## src/rtl/tdm_tx_pkg.sv

```systemverilog
package tdm_tx_pkg;

  typedef enum logic [1:0] {
    WL16 = 2'd0,
    WL20 = 2'd1,
    WL24 = 2'd2,
    WL32 = 2'd3
  } wlen_e;

  typedef struct packed {
    logic  rj;
    logic  tdm;
    logic  slot;
    wlen_e wlen;
  } tx_cfg_t;

  function automatic int unsigned wlen_bits(wlen_e w);
    case (w)
      WL16:    return 16;
      WL20:    return 20;
      WL24:    return 24;
      default: return 32;
    endcase
  endfunction

endpackage

```

## src/rtl/tdm_frame_tracker.sv

```systemverilog
module tdm_frame_tracker #(
  parameter int HALF_BITS = 64,
  localparam int CNT_W = $clog2(HALF_BITS + 1)
) (
  input  logic             bclk,
  input  logic             rst,
  input  logic             lrclk,
  output logic             half_start,
  output logic [CNT_W-1:0] pos_q,
  output logic             started_q
);

  localparam logic [CNT_W-1:0] IDLE_POS = CNT_W'(HALF_BITS);

  logic lr_q;

  assign half_start = (lrclk != lr_q);

  // position counter; parks at IDLE_POS when the word clock stalls
  always_ff @(negedge bclk) begin
    if (rst) begin
      lr_q      <= lrclk;
      pos_q     <= IDLE_POS;
      started_q <= 1'b0;
    end else begin
      lr_q <= lrclk;
      if (half_start) begin
        pos_q     <= '0;
        started_q <= 1'b1;
      end else if (pos_q < IDLE_POS) begin
        pos_q <= pos_q + 1'b1;
      end
    end
  end

  AST_POS_BOUNDED: assert property (@(negedge bclk) disable iff (rst)
    pos_q <= IDLE_POS);

endmodule

```

## src/rtl/tdm_sample_capture.sv

```systemverilog
module tdm_sample_capture
  import tdm_tx_pkg::*;
#(
  parameter int SAMPLE_W = 32
) (
  input  logic                bclk,
  input  logic                rst,
  input  logic                capture,
  input  logic                lrclk,
  input  logic [SAMPLE_W-1:0] left_in,
  input  logic [SAMPLE_W-1:0] right_in,
  input  tx_cfg_t             cfg_in,
  output tx_cfg_t             cfg_q,
  output logic [SAMPLE_W-1:0] word_q
);

  always_ff @(negedge bclk) begin
    if (rst) begin
      cfg_q  <= '0;
      word_q <= '0;
    end else if (capture) begin
      cfg_q  <= cfg_in;
      word_q <= lrclk ? right_in : left_in;
    end
  end

  AST_HOLD_WITHIN_HALF: assert property (@(negedge bclk) disable iff (rst)
    !capture |=> ($stable(cfg_q) && $stable(word_q)));

endmodule

```

## src/rtl/tdm_slot_window.sv

```systemverilog
module tdm_slot_window
  import tdm_tx_pkg::*;
#(
  parameter int HALF_BITS = 64,
  parameter int SAMPLE_W  = 32,
  localparam int CNT_W = $clog2(HALF_BITS + 1),
  localparam int IDX_W = $clog2(SAMPLE_W),
  localparam int SW    = CNT_W + 8
) (
  input  logic [CNT_W-1:0] pos,
  input  tx_cfg_t          cfg,
  output logic             in_win,
  output logic [IDX_W-1:0] bit_idx
);

  localparam logic signed [SW-1:0] HALF_S = SW'(HALF_BITS);
  localparam logic signed [SW-1:0] ONE_S  = SW'(1);

  logic signed [SW-1:0] w_s, off_s, start_s, pos_s, k_s;

  always_comb begin
    w_s     = $signed(SW'(wlen_bits(cfg.wlen)));
    off_s   = (cfg.tdm && cfg.slot) ? w_s : '0;
    // left-justified counts from the half start, right-justified from its end
    start_s = cfg.rj ? (HALF_S - w_s - off_s) : off_s;
    pos_s   = $signed({{(SW-CNT_W){1'b0}}, pos});
    k_s     = pos_s - start_s;
    in_win  = (pos_s < HALF_S) && !k_s[SW-1] && (k_s < w_s);
    bit_idx = IDX_W'(w_s - k_s - ONE_S);
  end

endmodule

```

## src/rtl/tdm_tx_serializer.sv

```systemverilog
module tdm_tx_serializer
  import tdm_tx_pkg::*;
#(
  parameter int HALF_BITS = 64,
  parameter int SAMPLE_W  = 32,
  localparam int CNT_W = $clog2(HALF_BITS + 1),
  localparam int IDX_W = $clog2(SAMPLE_W)
) (
  input  logic                bclk,
  input  logic                rst,
  input  logic                lrclk,
  input  logic [SAMPLE_W-1:0] left_in,
  input  logic [SAMPLE_W-1:0] right_in,
  input  logic [1:0]          wlen_sel,
  input  logic                rj_sel,
  input  logic                tdm_en,
  input  logic                slot_sel,
  output logic                sdata,
  output logic                sdata_oe
);

  logic             half_start;
  logic [CNT_W-1:0] pos_q;
  logic             started_q;
  tx_cfg_t          cfg_in, cfg_q;
  logic [SAMPLE_W-1:0] word_q;
  logic             in_win;
  logic [IDX_W-1:0] bit_idx;

  always_comb begin
    cfg_in.rj   = rj_sel;
    cfg_in.tdm  = tdm_en;
    cfg_in.slot = slot_sel;
    cfg_in.wlen = wlen_e'(wlen_sel);
  end

  tdm_frame_tracker #(.HALF_BITS(HALF_BITS)) u_track (
    .bclk      (bclk),
    .rst       (rst),
    .lrclk     (lrclk),
    .half_start(half_start),
    .pos_q     (pos_q),
    .started_q (started_q)
  );

  tdm_sample_capture #(.SAMPLE_W(SAMPLE_W)) u_cap (
    .bclk    (bclk),
    .rst     (rst),
    .capture (half_start),
    .lrclk   (lrclk),
    .left_in (left_in),
    .right_in(right_in),
    .cfg_in  (cfg_in),
    .cfg_q   (cfg_q),
    .word_q  (word_q)
  );

  tdm_slot_window #(.HALF_BITS(HALF_BITS), .SAMPLE_W(SAMPLE_W)) u_win (
    .pos    (pos_q),
    .cfg    (cfg_q),
    .in_win (in_win),
    .bit_idx(bit_idx)
  );

  // registered line outputs, updated on the falling edge
  always_ff @(negedge bclk) begin
    if (rst) begin
      sdata    <= 1'b0;
      sdata_oe <= 1'b0;
    end else begin
      sdata    <= in_win & word_q[bit_idx];
      sdata_oe <= started_q & (cfg_q.tdm ? in_win : 1'b1);
    end
  end

  AST_QUIET_WHEN_RELEASED: assert property (@(negedge bclk) disable iff (rst)
    !sdata_oe |-> !sdata);

  AST_PLAIN_MODE_DRIVES: assert property (@(negedge bclk) disable iff (rst)
    ($past(started_q) && !$past(cfg_q.tdm)) |-> sdata_oe);

  AST_OE_INSIDE_HALF: assert property (@(negedge bclk) disable iff (rst)
    (sdata_oe && $past(cfg_q.tdm)) |-> ($past(pos_q) < CNT_W'(HALF_BITS)));

endmodule

```

## config.mk

```make
export PLATFORM = sky130hd
export DESIGN_NAME = tdm_tx_serializer
export DESIGN_NICKNAME = d
export VERILOG_FILES = /design/src/rtl/tdm_tx_pkg.sv /design/src/rtl/tdm_frame_tracker.sv /design/src/rtl/tdm_sample_capture.sv /design/src/rtl/tdm_slot_window.sv /design/src/rtl/tdm_tx_serializer.sv
export SDC_FILE = /design/constraint.sdc
export NUM_CORES = 1
export LEC_CHECK = 0
export BUFFER_PORTS_ARGS = -buffer_cell sky130_fd_sc_hd__buf_2
export CORE_ASPECT_RATIO = 0.7
export CORE_MARGIN = 1.5
export CORE_UTILIZATION = 50
export DETAILED_ROUTE_END_ITERATION = 7
export PLACE_DENSITY = 0.75
export SYNTH_ARGS = -nofsm -noshare
export SYNTH_HDL_FRONTEND = slang
export SYNTH_SLANG_ARGS = --single-unit
```

## constraint.sdc

```tcl
create_clock -name bclk -period 9.2 [get_ports bclk]
set_input_delay 1.84 -clock bclk [delete_from_list [all_inputs] [get_ports bclk]]
set_output_delay 1.84 -clock bclk [all_outputs]
set_load 0.03 [all_outputs]
```

==> impl_metrics.yaml, run 1 <==
status:
  status: "complete, no violations"
grt:
  first_global_vias: 2815
  antenna_found_initial: 0
  track_usage_pct: 22.99
  grt_pass1_wl_mm: 12.69
  gr-total-overflow: 0
  grt_max_degree: 80
placement:
  gp_congestion: 0.8165
  dpl.hpwl_mm: 5.419
  io_buffers: 73
drt:
  routedWlPerCell_um: 14.73
  drtIter0Drc: 108
  wl_mm: 7.704
  ant_nets: 0
  route.vias.total: 2897
  vias_per_cell: 5.539
  drt_first_pass_iters: 4
  drc_errors: 0
die:
  die_w_um: 98.10
  initial_core_util_pct: 51.17
  die_area_mm2: 0.006825
  die_height_um: 69.57
  pin_count: 74
  rows: 24
  core-area_mm2: 0.006186
synth:
  ys_seq_area_share_pct: 30.36
  ys.flop_type: "dfxtp_1"
  synth_seq_cells: 48
  postSynthAreaPerCell_um2: 9.229
  synth_cell_types: 48
  syn-cell-area_mm2: 0.003166
  yosys_warnings: 0
  synthArstFlopShare_pct: 0
  synth_edf_count: 0
  synth_cells: 343
  syn_nets: 437
cells_and_area:
  final_common_cell: "buf_2"
  fill_cells: 549
  post-route-util_pct: 61.23
  mostFrequentLayoutCells: "buf_2 (73), inv_1 (58), a211oi_1 (55)"
  antenna_cells: 0
  drive_gt1_share_pct: 22.25
  area.growth.synth_to_final_pct: 19.64
  final_nets: 538
power_and_ir_drop:
  total_power_mw: 0.5663
  p_leak_nw: 1.738
  peakVddDrop_mv: 0.07725
  powerDensity_mw_per_mm2: 149.5
worst_setup_path:
  cp_data_arrival_time_ps: 3130
  path_class: "in2reg"
  crit_fanout: 79
  crit_required_ps: 4810
  start_kind: "input port"
  critPathCaptureType: "flop"
clock_tree:
  htree_levels: 2
  postCtsSetupBuffers: 0
  insertion_delay_ps: 380
  path_clk_slew_ps: 40
  clockRootBuffer: "clkbuf_8"
  cts_hold_buf: 0
  cts_tree: "built"
  clk_path_buf_depth: 2
  cts_buffers: 5
  numClockSinks: 48
  cts-resized-gates: 0
sta:
  setup_viol: 0
  slew_headroom_pct: 35.70
  worst_pin_slew_ps: 964.6
  hold-worst-slack_ps: 452.4
  finalSetupTns_ps: 0
  finalMaxSlewViolations: 0
  skew_ps: 17.68
  hold_viol: 0
  rsz0062_at_grt: "no"
hold_path:
  worstHoldPathType: "reg2reg"
flow_run:
  maxCapViolations: 0
## critical path, stage by stage
cell      delay, ps
buf_2            90
buf_4           660
nor2b_1         150
a211oi_1        280
a211oi_1         80
## per-stage QoR
step	cells	area [um^2]	setup slack [ps]
2_1_floorplan	343	3166	1676
3_3_place_gp	468	3523	1344
3_5_place_dp	468	3523	1323
4_1_cts	523	3787	1654
5_1_grt	523	3787	1504
6_report	523	3787	1681
## flip-flops by register name (all words and copies together) (netlist names)
signal	flops
u_cap.word_q	32
u_track.pos_q	7
u_cap.cfg_q	5
sdata	1
sdata_oe	1
u_track.lr_q	1
u_track.started_q	1
## routing by layer
layer  track usage, %  wire length (um)  vias up
li1                 -                 -     1473
met1            30.81              3811     1333
met2            33.56              3330       85
met3            8.770               511        6
met4            8.730                51        0
met5                0                 0        -
## logic make-up (layout without fill, tap and decap cells)
kind of cell    Yosys count  after routing  share of synthesized area, %
xor+xnor                 11             11                         3.043
other cells               1              1                        0.1185
buf+inv                  40            142                         5.257
flops                    48             48                         30.36
compound gates           97             97                         22.02
mux                      38             38                         15.22
simple gates             86             86                         14.59
fa+ha+maj                22             22                         9.407
## power by group
| group | internal [mW] | total [mW] | switching [mW] |
|---|---|---|---|
| Clock | 0.0815 | 0.216 | 0.135 |
| Sequential | 0.223 | 0.240 | 0.0167 |
| Combinational | 0.0565 | 0.110 | 0.0537 |
## synth_stat cells, types with 6 or more instances
library cell | n | share of area [%]
mux2i_1 | 29 | 9.2
clkbuf_1 | 18 | 2.1
ha_1 | 19 | 7.5
a21oi_1 | 17 | 2.7
inv_1 | 11 | 1.3
nor2b_1 | 31 | 6.1
dfxtp_1 | 48 | 30
nand2_1 | 19 | 2.3
nand3_1 | 6 | 0.95
buf_2 | 7 | 1.1
a22oi_1 | 6 | 1.4
nor2_1 | 14 | 1.7
xor2_1 | 7 | 1.9
a211oi_1 | 55 | 13
mux4_2 | 8 | 5.7
## path summary, 6_finish.rpt
kind	startpoint	endpoint	slack (ps)	cells after the start
max reg2reg	u_cap.cfg_q[0]	sdata_oe	5100	15
min	u_cap.word_q[22]	u_cap.word_q[22]	450	2
min reg2reg	u_cap.word_q[22]	u_cap.word_q[22]	450	2
max	lrclk	u_cap.word_q[8]	1680	5
## area by class of cell
type                            count  area (um^2)  share of cell area (%)
Multi-Input combinational cell    255         2038                   53.82
Sequential cell                    48        962.2                   25.40
Timing Repair Buffer               75        380.4                   10.04
Clock inverter                     51        198.9                   5.253
Tap cell                           78        97.59                   2.577
Clock buffer                        5        68.82                   1.817
Inverter                           11        41.29                   1.090
Power figures use the tool's default switching activity.
==> run 2, diff against run 1 <==
--- a/config.mk
+++ b/config.mk
@@ -8,9 +8,9 @@
 export BUFFER_PORTS_ARGS = -buffer_cell sky130_fd_sc_hd__buf_2
 export CORE_ASPECT_RATIO = 0.7
 export CORE_MARGIN = 1.5
-export CORE_UTILIZATION = 50
+export CORE_UTILIZATION = 49
 export DETAILED_ROUTE_END_ITERATION = 7
-export PLACE_DENSITY = 0.75
+export PLACE_DENSITY = 0.77
 export SYNTH_ARGS = -nofsm -noshare
 export SYNTH_HDL_FRONTEND = slang
 export SYNTH_SLANG_ARGS = --single-unit
==> constraint.sdc (replaced) <==
create_clock -name bclk -period 6.7 [get_ports bclk]
set_input_delay 1.34 -clock bclk [delete_from_list [all_inputs] [get_ports bclk]]
set_output_delay 1.34 -clock bclk [all_outputs]
set_load 0.03 [all_outputs]
==> run 2 against run 1 <==
  * Register-to-register slack lost 2500 ps
  * Die area grew 2.0%
  * Via count grew 1.4%
  * Worst setup slack lost 830 ps
  * Clock power grew 35%
  * Non-clock buffer count grew 1
  * Global-route usage shrank 0.57 points
==> impl_metrics.yaml, run 2 (same netlist as run 1, synthesis figures left out) <==
placement:
  gp_congestion: 0.8181
  place_inst: 469
  io_buffers: 73
  dpl.hpwl_mm: 5.350
  pre_cts_slack_ps: 493.5
cells_and_area:
  area.growth.synth_to_final_pct: 19.92
  drive_gt1_share_pct: 22.42
  reg_top3: "u_cap.word_q: 32 flops, u_track.pos_q: 7 flops, u_cap.cfg_q: 5 flops"
  mostFrequentLayoutCells: "buf_2 (73), inv_1 (58), a211oi_1 (55)"
  final_common_cell: "buf_2"
  final_nets: 539
  top_register: "u_cap.word_q"
  post-route-util_pct: 60.78
  final_cell_count_no_fill: 524
  largest_reg_flops: 32
  antenna_cells: 0
power_and_ir_drop:
  powerDensity_mw_per_mm2: 203.6
  peakVddDrop_mv: 0.09946
  p_leak_nw: 1.739
die:
  rows: 24
  initial_core_util_pct: 50.68
  pin_count: 74
  die_height_um: 70.25
  core-area_mm2: 0.006246
  die_area_mm2: 0.006959
  die_w_um: 99.07
sta:
  hold_viol: 0
  finalMaxSlewViolations: 0
  rsz0062_at_grt: "no"
  fin_ws_ps: 850.3
  slew_headroom_pct: 35.06
  worst_pin_slew_ps: 974.0
  finalSetupTns_ps: 0
  skew_ps: 16.98
  hold-worst-slack_ps: 455.4
  setup_viol: 0
worst_setup_path:
  crit_fanout: 72
  start_kind: "input port"
  r2r.worst_path.cells: 15
  critPathCaptureType: "flop"
  path_class: "in2reg"
  crit_required_ps: 3550
  cp_data_arrival_time_ps: 2700
  r2r_setup_slack_ps: 2620
  rr_endpoint: "sdata"
  timing.rr.start: "u_cap.cfg_q[0]"
grt:
  grt_pass1_wl_mm: 12.63
  gr-total-overflow: 0
  first_global_vias: 2837
  grt_max_degree: 73
  track_usage_pct: 22.42
  antenna_found_initial: 0
drt:
  drt_first_pass_iters: 4
  vias_per_cell: 5.605
  drtIter0Drc: 132
  ant_nets: 0
  drc_errors: 0
  route.vias.total: 2937
  routedWlPerCell_um: 14.65
  wl_mm: 7.676
clock_tree:
  cts_tree: "built"
  cts_hold_buf: 0
  htree_levels: 2
  clk_path_buf_depth: 2
  cts-resized-gates: 0
  clockRootBuffer: "clkbuf_8"
  postCtsSetupBuffers: 0
  path_clk_slew_ps: 40
  cts_buffers: 5
  insertion_delay_ps: 370
  numClockSinks: 48
hold_path:
  worstHoldEndpoint: "u_cap.word_q[23]"
  whs_path_depth: 2
  worstHoldPathType: "reg2reg"
  hp-start: "u_cap.word_q[23]"
status:
  status: "complete, no violations"
flow_run:
  maxCapViolations: 0
==> run 2: worst max-delay path: stages <==
cell and delay, ps:
buf_2 190, buf_4 660, nor2b_1 140, a211oi_1 240
a211oi_1 80
==> run 2: per-layer routing <==
metal / wire [um] / GRT usage [%]
met1: 3720 / 31.02
met2: 3363 / 33.03
met3: 570 / 8.308
met4: 22 / 5.947
met5: 0 / 0
==> run 2: cell type report <==
cell class,count,area [um^2]
fill,559,2450
timing repair buffer,76,387.9
clock inverter,51,200.2
clock buffer,5,68.82
multi-input combinational,255,2038
sequential,48,962.2
tap,78,97.59
inverter,11,41.29
==> run 2: power breakdown <==
| group | internal (mW) | switching, mW | leakage (nW) | total (mW) |
|---|---|---|---|---|
| sequential | 0.306 | 0.0229 | 0.397 | 0.329 |
| combinational | 0.0782 | 0.0733 | 1.04 | 0.151 |
| clock | 0.112 | 0.180 | 0.301 | 0.292 |
| total | 0.496 | 0.276 | 1.74 | 0.773 |
==> run 2: how the worst max path moves through the flow <==
| stage | start | end | slack [ps] | depth (start not counted) |
|---|---|---|---|---|
| after CTS | lrclk | u_cap.word_q[29] | 880 | 5 |
| after detailed placement | lrclk | u_cap.word_q[29] | 490 | 5 |
| final | lrclk | u_cap.word_q[16] | 850 | 5 |
| after floorplan | lrclk | u_cap.cfg_q[0] | 930 | 7 |
| after global routing | lrclk | u_cap.word_q[31] | 720 | 5 |
| after global placement | lrclk | u_cap.word_q[11] | 610 | 5 |
==> run 2: through the flow <==
stage          power, mW  cell area, um^2
6_report          0.7728             3796
5_1_grt           0.8350             3796
4_1_cts           0.7859             3796
3_5_place_dp      0.5279             3531
3_3_place_gp      0.5219             3531
2_1_floorplan     0.4825             3166
